--- config.mk ---
export PLATFORM = sky130hd
export DESIGN_NAME = lf_tick_counter
export DESIGN_NICKNAME = d
export VERILOG_FILES = /design/src/rtl/lftc_pkg.sv /design/src/rtl/lftc_task_ctl.sv /design/src/rtl/lftc_prescaler.sv /design/src/rtl/lftc_count_core.sv /design/src/rtl/lf_tick_counter.sv
export SDC_FILE = /design/constraint.sdc
export NUM_CORES = 1
export LEC_CHECK = 0
export BUFFER_PORTS_ARGS = -buffer_cell sky130_fd_sc_hd__buf_2
export CAP_MARGIN = 20
export CORE_MARGIN = 2
export CORE_UTILIZATION = 60
export DETAILED_ROUTE_END_ITERATION = 6
export HOLD_SLACK_MARGIN = 0.06
export PLACE_DENSITY = 0.9
export SYNTH_ARGS = -nofsm -noshare
export SYNTH_HDL_FRONTEND = slang
export SYNTH_HIERARCHICAL = 1
export SYNTH_SLANG_ARGS = --single-unit
--- constraint.sdc ---
create_clock -name clk -period 4.8 [get_ports clk]
set_input_delay 0.48 -clock clk [delete_from_list [all_inputs] [get_ports clk]]
set_output_delay 0.48 -clock clk [all_outputs]
set_load 0.01 [all_outputs]
--- src/rtl/lftc_pkg.sv ---
// Package: shared decoded-command type for the prescaled tick counter.
// Assumes all consumers run in the same low-frequency clock domain.
package lftc_pkg;

    // Resolved command set after priority rules have been applied.
    typedef struct packed {
        logic run_set;    // enter running state
        logic run_clr;    // leave running state
        logic zero_cnt;   // force count to zero
        logic load_high;  // force count to near-wrap value
        logic reload;     // restart divider from programmed value
    } lftc_ctl_t;

endpackage

--- src/rtl/lftc_task_ctl.sv ---
// Module: command resolver and run-state holder.
// Applies the priorities (stop over start, clear over force-wrap), keeps the
// running flag and tells the event path whether events may be emitted.
// Assumes the command inputs are single-cycle pulses synchronous to clk.
module lftc_task_ctl
    import lftc_pkg::*;
(
    input  logic      clk,
    input  logic      rst_n,
    input  logic      start_i,
    input  logic      stop_i,
    input  logic      clear_i,
    input  logic      force_wrap_i,
    output lftc_ctl_t ctl_o,
    output logic      run_o,
    output logic      evt_ok_o
);

    logic run_q;

    // Resolve simultaneous commands into one consistent action set.
    always_comb begin
        ctl_o.run_clr   = stop_i;
        ctl_o.run_set   = start_i && !stop_i;
        ctl_o.zero_cnt  = clear_i;
        ctl_o.load_high = force_wrap_i && !clear_i;
        ctl_o.reload    = (start_i && !stop_i) || clear_i || force_wrap_i;
    end

    // Hold the running flag; stop takes priority over start.
    always_ff @(posedge clk) begin
        if (!rst_n)              run_q <= 1'b0;
        else if (ctl_o.run_clr)  run_q <= 1'b0;
        else if (ctl_o.run_set)  run_q <= 1'b1;
    end

    assign run_o    = run_q;
    assign evt_ok_o = run_q && !stop_i;

    // a start colliding with a stop leaves the counter stopped
    a_r9_stop_wins: assert property (@(posedge clk) disable iff (!rst_n)
        (start_i && stop_i) |=> !run_q);

    // a lone start always leads to the running state
    a_r9_start_runs: assert property (@(posedge clk) disable iff (!rst_n)
        (start_i && !stop_i) |=> run_q);

endmodule

--- src/rtl/lftc_prescaler.sv ---
// Module: programmable reload divider.
// Holds the programmed divider value (writable only while stopped) and a
// shadow down-counter that is reloaded on command or when it runs out.
// Emits step_o in every running cycle in which the shadow count is zero.
module lftc_prescaler #(
    parameter int DIV_W = 12
) (
    input  logic             clk,
    input  logic             rst_n,
    input  logic             run_i,
    input  logic             reload_i,
    input  logic             div_wr_i,
    input  logic [DIV_W-1:0] div_wdata_i,
    output logic             step_o
);

    logic [DIV_W-1:0] div_q;
    logic [DIV_W-1:0] shadow_q;

    // Accept a new divider value only while the counter is stopped.
    always_ff @(posedge clk) begin
        if (!rst_n)                  div_q <= '0;
        else if (div_wr_i && !run_i) div_q <= div_wdata_i;
    end

    // Count the shadow down; reload on command or when it reaches zero.
    always_ff @(posedge clk) begin
        if (!rst_n)               shadow_q <= '0;
        else if (reload_i)        shadow_q <= div_q;
        else if (run_i) begin
            if (shadow_q == '0)   shadow_q <= div_q;
            else                  shadow_q <= shadow_q - DIV_W'(1);
        end
    end

    assign step_o = run_i && (shadow_q == '0);

    // divider writes while running leave the stored value untouched
    a_r7_locked_while_running: assert property (@(posedge clk) disable iff (!rst_n)
        (run_i && div_wr_i) |=> $stable(div_q));

    // after a step the shadow restarts from the programmed value
    a_r2_reload_after_step: assert property (@(posedge clk) disable iff (!rst_n)
        (step_o && !reload_i) |=> (shadow_q == $past(div_q)));

    // the shadow never moves while stopped and not commanded
    a_r10_shadow_idle: assert property (@(posedge clk) disable iff (!rst_n)
        (!run_i && !reload_i) |=> $stable(shadow_q));

endmodule

--- src/rtl/lftc_count_core.sv ---
// Module: count register and event pulse generator.
// Clear beats force-wrap and both beat a pending increment. Event pulses are
// registered so they coincide with the new count value on count_o.
module lftc_count_core
    import lftc_pkg::*;
#(
    parameter int               CNT_W     = 24,
    parameter logic [CNT_W-1:0] FORCE_VAL = '1
) (
    input  logic             clk,
    input  logic             rst_n,
    input  lftc_ctl_t        ctl_i,
    input  logic             step_i,
    input  logic             evt_ok_i,
    output logic [CNT_W-1:0] count_o,
    output logic             step_o,
    output logic             tick_o,
    output logic             wrap_o
);

    logic [CNT_W-1:0] count_q;
    logic             inc_now;
    logic             at_top;

    // Decide whether this cycle performs an increment.
    always_comb begin
        inc_now = step_i && !ctl_i.zero_cnt && !ctl_i.load_high;
        at_top  = (count_q == '1);
    end

    // Update the count by command priority, then by increment.
    always_ff @(posedge clk) begin
        if (!rst_n)               count_q <= '0;
        else if (ctl_i.zero_cnt)  count_q <= '0;
        else if (ctl_i.load_high) count_q <= FORCE_VAL;
        else if (inc_now)         count_q <= count_q + CNT_W'(1);
    end

    // Register the strobe and the gated event pulses.
    always_ff @(posedge clk) begin
        if (!rst_n) begin
            step_o <= 1'b0;
            tick_o <= 1'b0;
            wrap_o <= 1'b0;
        end else begin
            step_o <= inc_now;
            tick_o <= inc_now && evt_ok_i;
            wrap_o <= inc_now && evt_ok_i && at_top;
        end
    end

    assign count_o = count_q;

    // a strobe always marks a +1 step of the count
    a_r3_step_is_plus_one: assert property (@(posedge clk) disable iff (!rst_n)
        step_o |-> (count_q == $past(count_q) + CNT_W'(1)));

    // a tick never appears without an increment
    a_r3_tick_needs_step: assert property (@(posedge clk) disable iff (!rst_n)
        tick_o |-> step_o);

    // a wrap pulse coincides with a tick and a zero count
    a_r4_wrap_at_zero: assert property (@(posedge clk) disable iff (!rst_n)
        wrap_o |-> (tick_o && count_q == '0));

    // a clear command always yields a zero count
    a_r6_clear_zero: assert property (@(posedge clk) disable iff (!rst_n)
        ctl_i.zero_cnt |=> (count_q == '0));

    // the force-wrap command loads the near-wrap value
    a_r5_force_value: assert property (@(posedge clk) disable iff (!rst_n)
        ctl_i.load_high |=> (count_q == FORCE_VAL));

    // without a step or command the count holds
    a_r10_hold: assert property (@(posedge clk) disable iff (!rst_n)
        (!step_i && !ctl_i.zero_cnt && !ctl_i.load_high) |=> $stable(count_q));

endmodule

--- src/rtl/lf_tick_counter.sv ---
// Module: prescaled low-frequency tick counter (top).
// Connects command resolution, the reload divider and the count core.
// Assumes every input is synchronous to the low-frequency clock clk.
module lf_tick_counter
    import lftc_pkg::*;
#(
    parameter int CNT_W          = 24,
    parameter int DIV_W          = 12,
    parameter int NEAR_WRAP_DIST = 16
) (
    input  logic             clk,
    input  logic             rst_n,
    input  logic             start_i,
    input  logic             stop_i,
    input  logic             clear_i,
    input  logic             force_wrap_i,
    input  logic             div_wr_i,
    input  logic [DIV_W-1:0] div_wdata_i,
    output logic [CNT_W-1:0] count_o,
    output logic             step_o,
    output logic             tick_o,
    output logic             wrap_o
);

    localparam logic [CNT_W-1:0] FORCE_VAL = {CNT_W{1'b1}} - CNT_W'(NEAR_WRAP_DIST - 1);

    lftc_ctl_t ctl;
    logic      run;
    logic      evt_ok;
    logic      step_raw;

    lftc_task_ctl u_task_ctl (
        .clk          (clk),
        .rst_n        (rst_n),
        .start_i      (start_i),
        .stop_i       (stop_i),
        .clear_i      (clear_i),
        .force_wrap_i (force_wrap_i),
        .ctl_o        (ctl),
        .run_o        (run),
        .evt_ok_o     (evt_ok)
    );

    lftc_prescaler #(.DIV_W(DIV_W)) u_prescaler (
        .clk         (clk),
        .rst_n       (rst_n),
        .run_i       (run),
        .reload_i    (ctl.reload),
        .div_wr_i    (div_wr_i),
        .div_wdata_i (div_wdata_i),
        .step_o      (step_raw)
    );

    lftc_count_core #(.CNT_W(CNT_W), .FORCE_VAL(FORCE_VAL)) u_count_core (
        .clk      (clk),
        .rst_n    (rst_n),
        .ctl_i    (ctl),
        .step_i   (step_raw),
        .evt_ok_i (evt_ok),
        .count_o  (count_o),
        .step_o   (step_o),
        .tick_o   (tick_o),
        .wrap_o   (wrap_o)
    );

    // no event pulse follows a cycle with stop asserted
    a_r8_stop_silences: assert property (@(posedge clk) disable iff (!rst_n)
        stop_i |=> (!tick_o && !wrap_o));

endmodule

==> impl_metrics.csv, run 1 <==
group,metric,value,unit
outcome,status,"complete, no violations",
timing,drv_slew,0,
timing,finalSetupViolations,0,
timing,finalCriticalPeriod,3.29,ns
min_path,hold_path_class,"in2reg",
logic_synthesis,syn_area_per_cell,8.31,um^2
clock_network,post_cts_buffers,0,
die,die_y,71.0,um
placed_design,place_ws,1.65,ns
finish,drive_gt1_frac,0.206,
finish,regArea,1040,um^2
clock_network,cts_tree,"built",
die,coreArea,4320,um^2
setup_path,rr_worst_depth,9,
routing,routed_wl,6010,um
clock_network,clock-sinks,52,
timing,grt_setup_unrepaired,"false",
timing,finalCritPeriodShare,0.686,
placed_design,place_congestion,0.902,
finish,multi_input_area,1510,um^2
clock_network,clk_latency,0.31,ns
flow_run,maxCapViolations,0,
setup_path,reg2reg_slack,1.51,ns
clock_network,htreeDepth,2,
finish,syn2layout_area_growth,11.1,%
setup_path,cp-startpoint,"u_prescaler/shadow_q[0]$_SDFFE_PN0P_",
clock_network,clockRootBuffer,"clkbuf_8",
setup_path,crit_family,"simple AND/OR/NAND/NOR gates",
setup_path,path_max_fanout,8,
clock_network,clock_path_buffers,2,
die,die_area,5040,um^2
timing,fin_setup_tns,0,ns
die,io-pin-count,46,
setup_path,r2r_start,"u_prescaler/shadow_q[0]$_SDFFE_PN0P_",
setup_path,setup.worst_path.end_class,"flop",
setup_path,cp.required,5.05,ns
logic_synthesis,ys_warn_count,6,
setup_path,crit_chain,"inv_1 -> ha_1 -> nor4b_4 -> nand2_1 -> nor2_1 -> nand4b_1 -> nor4_1 -> mux2i_1 -> o311a_1",
setup_path,start_kind,"flop",
placed_design,placed_area,2900,um^2
timing,slew_headroom,0.406,
logic_synthesis,netlist_area,2690,um^2
finish,post-route-util,0.692,
setup_path,path_depth,9,
pwr,total_power,0.835,mW
timing,worstMarginPinSlew,0.891,ns
global_route,track_usage,0.249,
finish,nFillCells,365,
global_route,grt_antenna_before_repair,0,
setup_path,path_class,"reg2reg",
finish,nets,381,
timing,finalClockSkew,0.0107,ns
timing,setup_ws,1.51,ns
pwr,power_density,279,nW/um^2
timing,fmax,304,MHz
setup_path,max_stage_delay,0.82,ns
routing,wl_per_cell,14.6,um
setup_path,critPathCapture,"u_count_core/count_o[23]$_SDFFE_PP0P_",
setup_path,slowest_stage,"nor4_1",
placed_design,dp.final_hpwl,4200,um
global_route,grt_max_degree,24,
setup_path,cp.arrival,3.54,ns
routing,routed_via_density,6.27,
timing,hold_viol,0,
setup_path,path_buf_inv,1,
pwr,p_leak,1.09,nW
die,die_x,71.0,um
finish,num_antenna_cells,0,
pwr,peakVddDrop,202,uV
routing,dr.pass1.iters,5,
setup_path,reg2reg_to,"u_count_core/count_o[23]$_SDFFE_PP0P_",
logic_synthesis,synth_cells,324,
routing,drtAntennaViolNets,0,
logic_synthesis,syn_nets,346,
die,floorplan.rows,24,
clock_network,clk_pin_slew_worst_paths,0.09,ns
clock_network,ctsHoldBuffers,0,
die,start_util,0.623,
clock_network,cts_resized,0,
global_route,grt_pass1_wl,10400,um
global_route,grt_pass1_vias,2286,
global_route,gr-total-overflow,0,
clock_network,cts_buffers,5,
finish,fin_area,2990,um^2
routing,vias,2585,
routing,drt_iter0_drc,213,
placed_design,port_buffers,45,
routing,drcViolationCount,0,
[power by group]
| part | internal, mW | switching, mW | total [mW] | leakage [nW] |
|---|---|---|---|---|
| registers | 0.448 | 0.0192 | 0.467 | 0.424 |
| clock network | 0.115 | 0.141 | 0.256 | 0.0510 |
| logic | 0.0452 | 0.0672 | 0.112 | 0.617 |
| total | 0.608 | 0.227 | 0.835 | 1.09 |
[layout by cell type, fill, tap and decap left out, drive strengths merged, types with 10 or more instances in the layout]
master,instances
a31oi,12
inv,12
buf,46
nand3,12
nor3,12
nand4,10
a21oi,27
nor2,19
nor4,11
dfxtp,52
nand2,43
[per-layer routing]
metal	GRT usage	routed length [um]	vias to the layer above
met5	0	0	-
met4	0.0713	65	0
met3	0.0570	430	6
met2	0.395	2760	109
met1	0.342	2760	1203
li1	-	-	1267
[stage by stage]
step	cells	hold slack, ns
CTS	412	0.352
floorplan	324	0.436
detailed placement	404	0.450
finish	412	0.358
global placement	404	0.446
global route	412	0.364
[how the worst min path moves through the flow]
stage                                       start                                 end  slack, ns  depth (start not counted)
2_1_floorplan   u_prescaler/div_q[2]$_SDFFE_PN0P_   u_prescaler/div_q[2]$_SDFFE_PN0P_       0.44                          2
3_3_place_gp   u_prescaler/div_q[11]$_SDFFE_PN0P_  u_prescaler/div_q[11]$_SDFFE_PN0P_       0.45                          2
3_5_place_dp    u_prescaler/div_q[5]$_SDFFE_PN0P_   u_prescaler/div_q[5]$_SDFFE_PN0P_       0.45                          2
4_1_cts                                    stop_i       u_task_ctl/run_o$_SDFFE_PP0P_       0.35                          2
5_1_grt                                    stop_i       u_task_ctl/run_o$_SDFFE_PP0P_       0.36                          2
6_report                                   stop_i       u_task_ctl/run_o$_SDFFE_PP0P_       0.36                          2
[state kept, by name, summed over array words and instances, names as in the netlist]
name and flops:
u_count_core/tick_o 1, u_prescaler/div_q 12, u_count_core/count_o 24, u_prescaler/shadow_q 12, u_count_core/step_o 1, u_count_core/wrap_o 1
u_task_ctl/run_o 1
[final cells by class]
class,count,share of cell area
multi-input combinational,241,0.505
tap,52,0.0217
clock buffer,6,0.0276
timing repair buffer,46,0.0778
inverter,13,0.0163
clock inverter,2,0.00335
sequential,52,0.348
Power figures use the tool's default switching activity.
==> run 2: changes to the inputs <==
ABC_AREA = 1   (was unset)
CORE_UTILIZATION = 51   (was 60)
PLACE_DENSITY = 0.82   (was 0.9)
clock period = 2.68 ns   (was 4.8 ns; I/O delays follow)
==> impl_metrics.csv, run 2 <==
group,metric,value,unit
die,floorplan.rows,28,
setup_path,critPathMostFrequentCell,"nand2_1",
finish,nFillCells,562,
pwr,p_int,1.23,mW
timing,worstMarginPinSlew,0.591,ns
finish,regArea,1040,um^2
placed_design,port_buffers,45,
routing,m1WireLength,2840,um
die,die_y,80.9,um
routing,routed_wl,6420,um
routing,wl_per_cell,11.4,um
setup_path,cp.arrival,2.33,ns
routing,routed_via_density,5.00,
global_route,gr-total-overflow,0,
finish,nets,509,
setup_path,cp.required,2.87,ns
routing,topRoutingLayerUsed,"met4",
clock_network,clk_pin_slew_worst_paths,0.10,ns
clock_network,clk_latency,0.31,ns
finish,layout_commonest_cell,"nand2_1",
placed_design,place_congestion,0.864,
die,coreArea,5820,um^2
timing,finalCriticalPeriod,2.14,ns
setup_path,path_max_fanout,8,
pwr,p_sw_frac,0.282,
pwr,power_frac_seq,0.498,
die,die_area,6550,um^2
clock_network,cts_tree,"built",
logic_synthesis,netlist_area,3020,um^2
clock_network,htreeDepth,2,
finish,num_antenna_cells,0,
clock_network,clock-sinks,52,
setup_path,start_kind,"flop",
pwr,power_frac_clock,0.329,
clock_network,post_cts_buffers,0,
finish,multi_input_area,1620,um^2
pwr,peakVddDrop,275,uV
clock_network,cts_buffers,5,
timing,fin_setup_tns,0,ns
global_route,track_usage,0.209,
die,die_x,80.9,um
routing,drcViolationCount,0,
routing,dr.pass1.iters,4,
setup_path,crit_family,"simple AND/OR/NAND/NOR gates",
finish,mostFrequentLayoutCells,"nand2_1, inv_1, dfxtp_1, buf_2, nor2_1",
finish,fin_area,3400,um^2
logic_synthesis,synth_cells,442,
pwr,switchingPower,0.484,mW
routing,drtAntennaViolNets,0,
timing,drv_slew,0,
logic_synthesis,syn_area_per_cell,6.83,um^2
die,start_util,0.519,
finish,syn2layout_area_growth,12.7,%
setup_path,path_buf_inv,2,
global_route,grt_pass1_vias,2640,
placed_design,placed_area,3280,um^2
timing,grt_setup_unrepaired,"false",
routing,dr_wl_met2,3300,um
global_route,grt_pass1_wl,11000,um
timing,finalCritPeriodShare,0.800,
finish,largest_reg_flops,24,
setup_path,slowest_stage,"dfxtp_1",
timing,slew_headroom,0.605,
global_route,grt_max_degree,24,
placed_design,dp.final_hpwl,4860,um
min_path,hold_path_class,"in2reg",
pwr,power_density,504,nW/um^2
routing,drt_iter0_drc,156,
pwr,p_leak,1.81,nW
routing,vias,2815,
clock_network,clockRootBuffer,"clkbuf_8",
logic_synthesis,ys_warn_count,6,
timing,fmax,467,MHz
die,io-pin-count,46,
finish,drive_gt1_frac,0.205,
timing,hold_viol,0,
clock_network,ctsHoldBuffers,0,
setup_path,max_stage_delay,0.32,ns
setup_path,crit_chain,"inv_1 -> ha_1 -> nand2_1 -> nor2_2 -> nand2_4 -> nor2_1 -> nand2_4 -> nor2_1 -> nand2_2 -> nand2_1 -> nand2_1 -> o21bai_1 -> inv_1",
timing,finalSetupViolations,0,
routing,wl_met3,200,um
flow_run,maxCapViolations,0,
clock_network,clock_path_buffers,2,
setup_path,setup.worst_path.end_class,"flop",
outcome,status,"complete, no violations",
logic_synthesis,syn_nets,464,
global_route,grt_antenna_before_repair,0,
pwr,power_frac_comb,0.173,
timing,finalClockSkew,0.0148,ns
clock_network,cts_resized,0,
setup_path,path_class,"reg2reg",
==> run 2: metal layers <==
metal / track usage / vias to the layer above
met5: 0 / -
met4: 0.0695 / 0
met3: 0.0356 / 7
met2: 0.389 / 50
met1: 0.239 / 1284
li1: - / 1474
==> run 2: tightest hold or removal path: cells and delay by family <==
family	cells	cell delay, ns
compound gates	1	0.07
buf+inv	1	0.07
simple gates	1	0.07
==> run 2: power groups by stage <==
stage	Sequential, mW	Combinational [mW]	Clock, mW
after detailed placement	0.871	0.296	0
after floorplan	0.867	0.232	0
after global routing	0.860	0.342	0.613
after global placement	0.869	0.289	0
final	0.853	0.297	0.564
after CTS	0.853	0.298	0.580
==> run 2: layout make-up <==
cell class	instances	area share
multi-input combinational	306	0.476
inverter	75	0.0842
clock inverter	2	0.0114
timing repair buffer	47	0.0706
sequential	52	0.306
clock buffer	6	0.0243
tap	75	0.0276
==> run 2: final timing paths <==
kind	start	end	slack, ns	depth (start not counted)
max reg2reg	u_prescaler/shadow_q[0]$_SDFFE_PN0P_	u_count_core/count_o[15]$_SDFFE_PP0P_	0.54	13
min	div_wdata_i[1]	u_prescaler/div_q[1]$_SDFFE_PN0P_	0.20	3
min reg2reg	u_prescaler/div_q[2]$_SDFFE_PN0P_	u_prescaler/div_q[2]$_SDFFE_PN0P_	0.46	2
max	u_prescaler/shadow_q[0]$_SDFFE_PN0P_	u_count_core/count_o[15]$_SDFFE_PP0P_	0.54	13
==> run 2: per-stage QoR <==
step	hold WS [ns]	power, mW	setup slack, ns	utilization	cells
after CTS	0.198	1.73	0.552	0.585	563
after floorplan	0.388	1.10	0.840	-	442
after detailed placement	0.447	1.17	0.593	0.564	555
after global routing	0.211	1.81	0.335	0.585	563
after global placement	0.442	1.16	0.713	0.564	555
final	0.204	1.71	0.537	0.585	563
==> run 3: changes to the inputs <==
CORE_UTILIZATION = 57   (was 51)
PLACE_DENSITY = 0.86   (was 0.82)
clock period = 2.2 ns   (was 2.68 ns; I/O delays follow)
==> impl_metrics.csv, run 3 (synthesized netlist as in run 2, its figures left out) <==
group,metric,value,unit
pwr,total_power,1.97,mW
clock_network,cts_buffers,5,
finish,syn2layout_area_growth,12.3,%
routing,routed_via_density,5.09,
pwr,power_density,583,nW/um^2
min_path,hold_depth,3,
global_route,grt_max_degree,24,
die,die_y,76.8,um
finish,drive_gt1_frac,0.212,
pwr,peakVddDrop,414,uV
global_route,grt_pass1_vias,2550,
finish,mostFrequentLayoutCells,"nand2_1, inv_1, dfxtp_1, buf_2, nor2_1",
pwr,p_leak,1.80,nW
setup_path,setup.worst_path.end_class,"flop",
clock_network,clock-sinks,52,
setup_path,cp.arrival,2.21,ns
placed_design,port_buffers,45,
routing,dr.pass1.iters,4,
outcome,status,"complete, no violations",
placed_design,dp.final_hpwl,4920,um
timing,finalCriticalPeriod,2.00,ns
die,io-pin-count,46,
die,coreArea,5110,um^2
finish,layout_commonest_cell,"nand2_1",
setup_path,path_class,"reg2reg",
clock_network,cts_tree,"built",
setup_path,rr_worst_depth,13,
clock_network,clk_pin_slew_worst_paths,0.09,ns
setup_path,slowest_stage,"dfxtp_1",
routing,drtAntennaViolNets,0,
setup_path,crit_family,"simple AND/OR/NAND/NOR gates",
finish,num_antenna_cells,0,
die,die_x,76.8,um
global_route,grt_pass1_wl,11100,um
clock_network,clk_latency,0.30,ns
clock_network,htreeDepth,2,
setup_path,cp.required,2.40,ns
timing,finalClockSkew,0.00938,ns
clock_network,post_cts_buffers,0,
flow_run,maxCapViolations,0,
timing,slew_headroom,0.603,
setup_path,critPathMostFrequentCell,"nand2_1",
routing,wl_per_cell,11.7,um
clock_network,clockRootBuffer,"clkbuf_8",
die,floorplan.rows,26,
die,die_area,5890,um^2
timing,worstMarginPinSlew,0.594,ns
setup_path,reg2reg_slack,0.20,ns
clock_network,clock_path_buffers,2,
timing,fin_setup_tns,0,ns
routing,drcViolationCount,0,
routing,vias,2850,
setup_path,r2r_start,"u_prescaler/shadow_q[0]$_SDFFE_PN0P_",
global_route,gr-total-overflow,0,
setup_path,reg2reg_to,"u_count_core/count_o[21]$_SDFFE_PP0P_",
timing,finalSetupViolations,0,
routing,routed_wl,6560,um
min_path,min_from,"div_wdata_i[0]",
global_route,grt_antenna_before_repair,0,
clock_network,ctsHoldBuffers,0,
setup_path,crit_chain,"inv_1 -> ha_1 -> nand2_1 -> nor2_2 -> nand2_4 -> nor2_2 -> nand2_4 -> nor2_1 -> nand3_1 -> nand2_1 -> nand3_1 -> nand2_1 -> inv_1",
timing,grt_setup_unrepaired,"false",
timing,fmax,499,MHz
finish,post-route-util,0.663,
die,start_util,0.591,
setup_path,start_kind,"flop",
placed_design,place_congestion,0.879,
setup_path,path_max_fanout,8,
min_path,hold_path_class,"in2reg",
setup_path,max_stage_delay,0.32,ns
global_route,track_usage,0.227,
routing,drt_iter0_drc,230,
timing,hold_viol,0,
timing,drv_slew,0,
timing,finalCritPeriodShare,0.911,
setup_path,path_buf_inv,2,
finish,nets,511,
finish,largest_reg_flops,24,
min_path,hold_end,"u_prescaler/div_q[0]$_SDFFE_PN0P_",
run 3: cell count changes in the layout (fill, tap and decap cells not counted), sizes merged:
cell	before	now
buf	47	49
bufinv	1	0
clkbuf	6	7
clkinv	2	1
clkinvlp	0	1
run 3: timing repair:
action	4_1_cts	5_1_grt
endpoints found under the setup margin	0	8
endpoints found under the hold margin	0	0
resized for setup	0	3
run 3: cell type report:
cell class | instances | area (um^2)
fillers | 447 | 1720
multi-input cells | 306 | 1620
flip-flops and latches | 52 | 1040
inverters | 75 | 287
repair buffers | 49 | 255
well taps | 70 | 87.6
clock buffers | 7 | 86.3
clock inverters | 1 | 7.51
run 3: metrics by stage:
step	cell area [um^2]	instances	hold WS, ns	setup slack [ns]
global placement	3290	552	0.440	0.225
detailed placement	3290	552	0.444	0.145
CTS	3380	560	0.153	0.100
global route	3390	560	0.165	0.0000984
finish	3390	560	0.164	0.195
floorplan	3020	442	0.340	0.360
run 3: how the worst max path moves through the flow:
stage	depth (start not counted)	endpoint	startpoint	slack [ns]
finish	13	u_count_core/count_o[21]$_SDFFE_PP0P_	u_prescaler/shadow_q[0]$_SDFFE_PN0P_	0.20
global route	13	u_count_core/count_o[11]$_SDFFE_PP0P_	u_prescaler/shadow_q[0]$_SDFFE_PN0P_	0.0001
CTS	14	u_count_core/count_o[17]$_SDFFE_PP0P_	u_prescaler/shadow_q[0]$_SDFFE_PN0P_	0.10
detailed placement	13	u_count_core/count_o[15]$_SDFFE_PP0P_	u_prescaler/shadow_q[0]$_SDFFE_PN0P_	0.15
global placement	13	u_count_core/count_o[11]$_SDFFE_PP0P_	u_prescaler/shadow_q[0]$_SDFFE_PN0P_	0.23
floorplan	13	u_count_core/count_o[15]$_SDFFE_PP0P_	u_prescaler/shadow_q[0]$_SDFFE_PN0P_	0.36
run 3: layer usage:
| layer | up-vias | part of all wire | track usage |
|---|---|---|---|
| met5 | - | 0 | 0 |
| met4 | 0 | 0.011 | 0.0873 |
| met3 | 7 | 0.045 | 0.0353 |
| met2 | 72 | 0.49 | 0.400 |
| met1 | 1287 | 0.45 | 0.277 |
| li1 | 1484 | - | - |
run 3: worst min-delay path: stages:
cell     delay (ns)
buf_2          0.07
o21ai_0        0.07
nor2_1         0.08
run 3: where the power goes:
part	leakage (nW)	switching, mW	internal (mW)
logic	1.33	0.234	0.136
clock network	0.0445	0.309	0.256
registers	0.426	0.0456	0.993
total	1.80	0.589	1.39
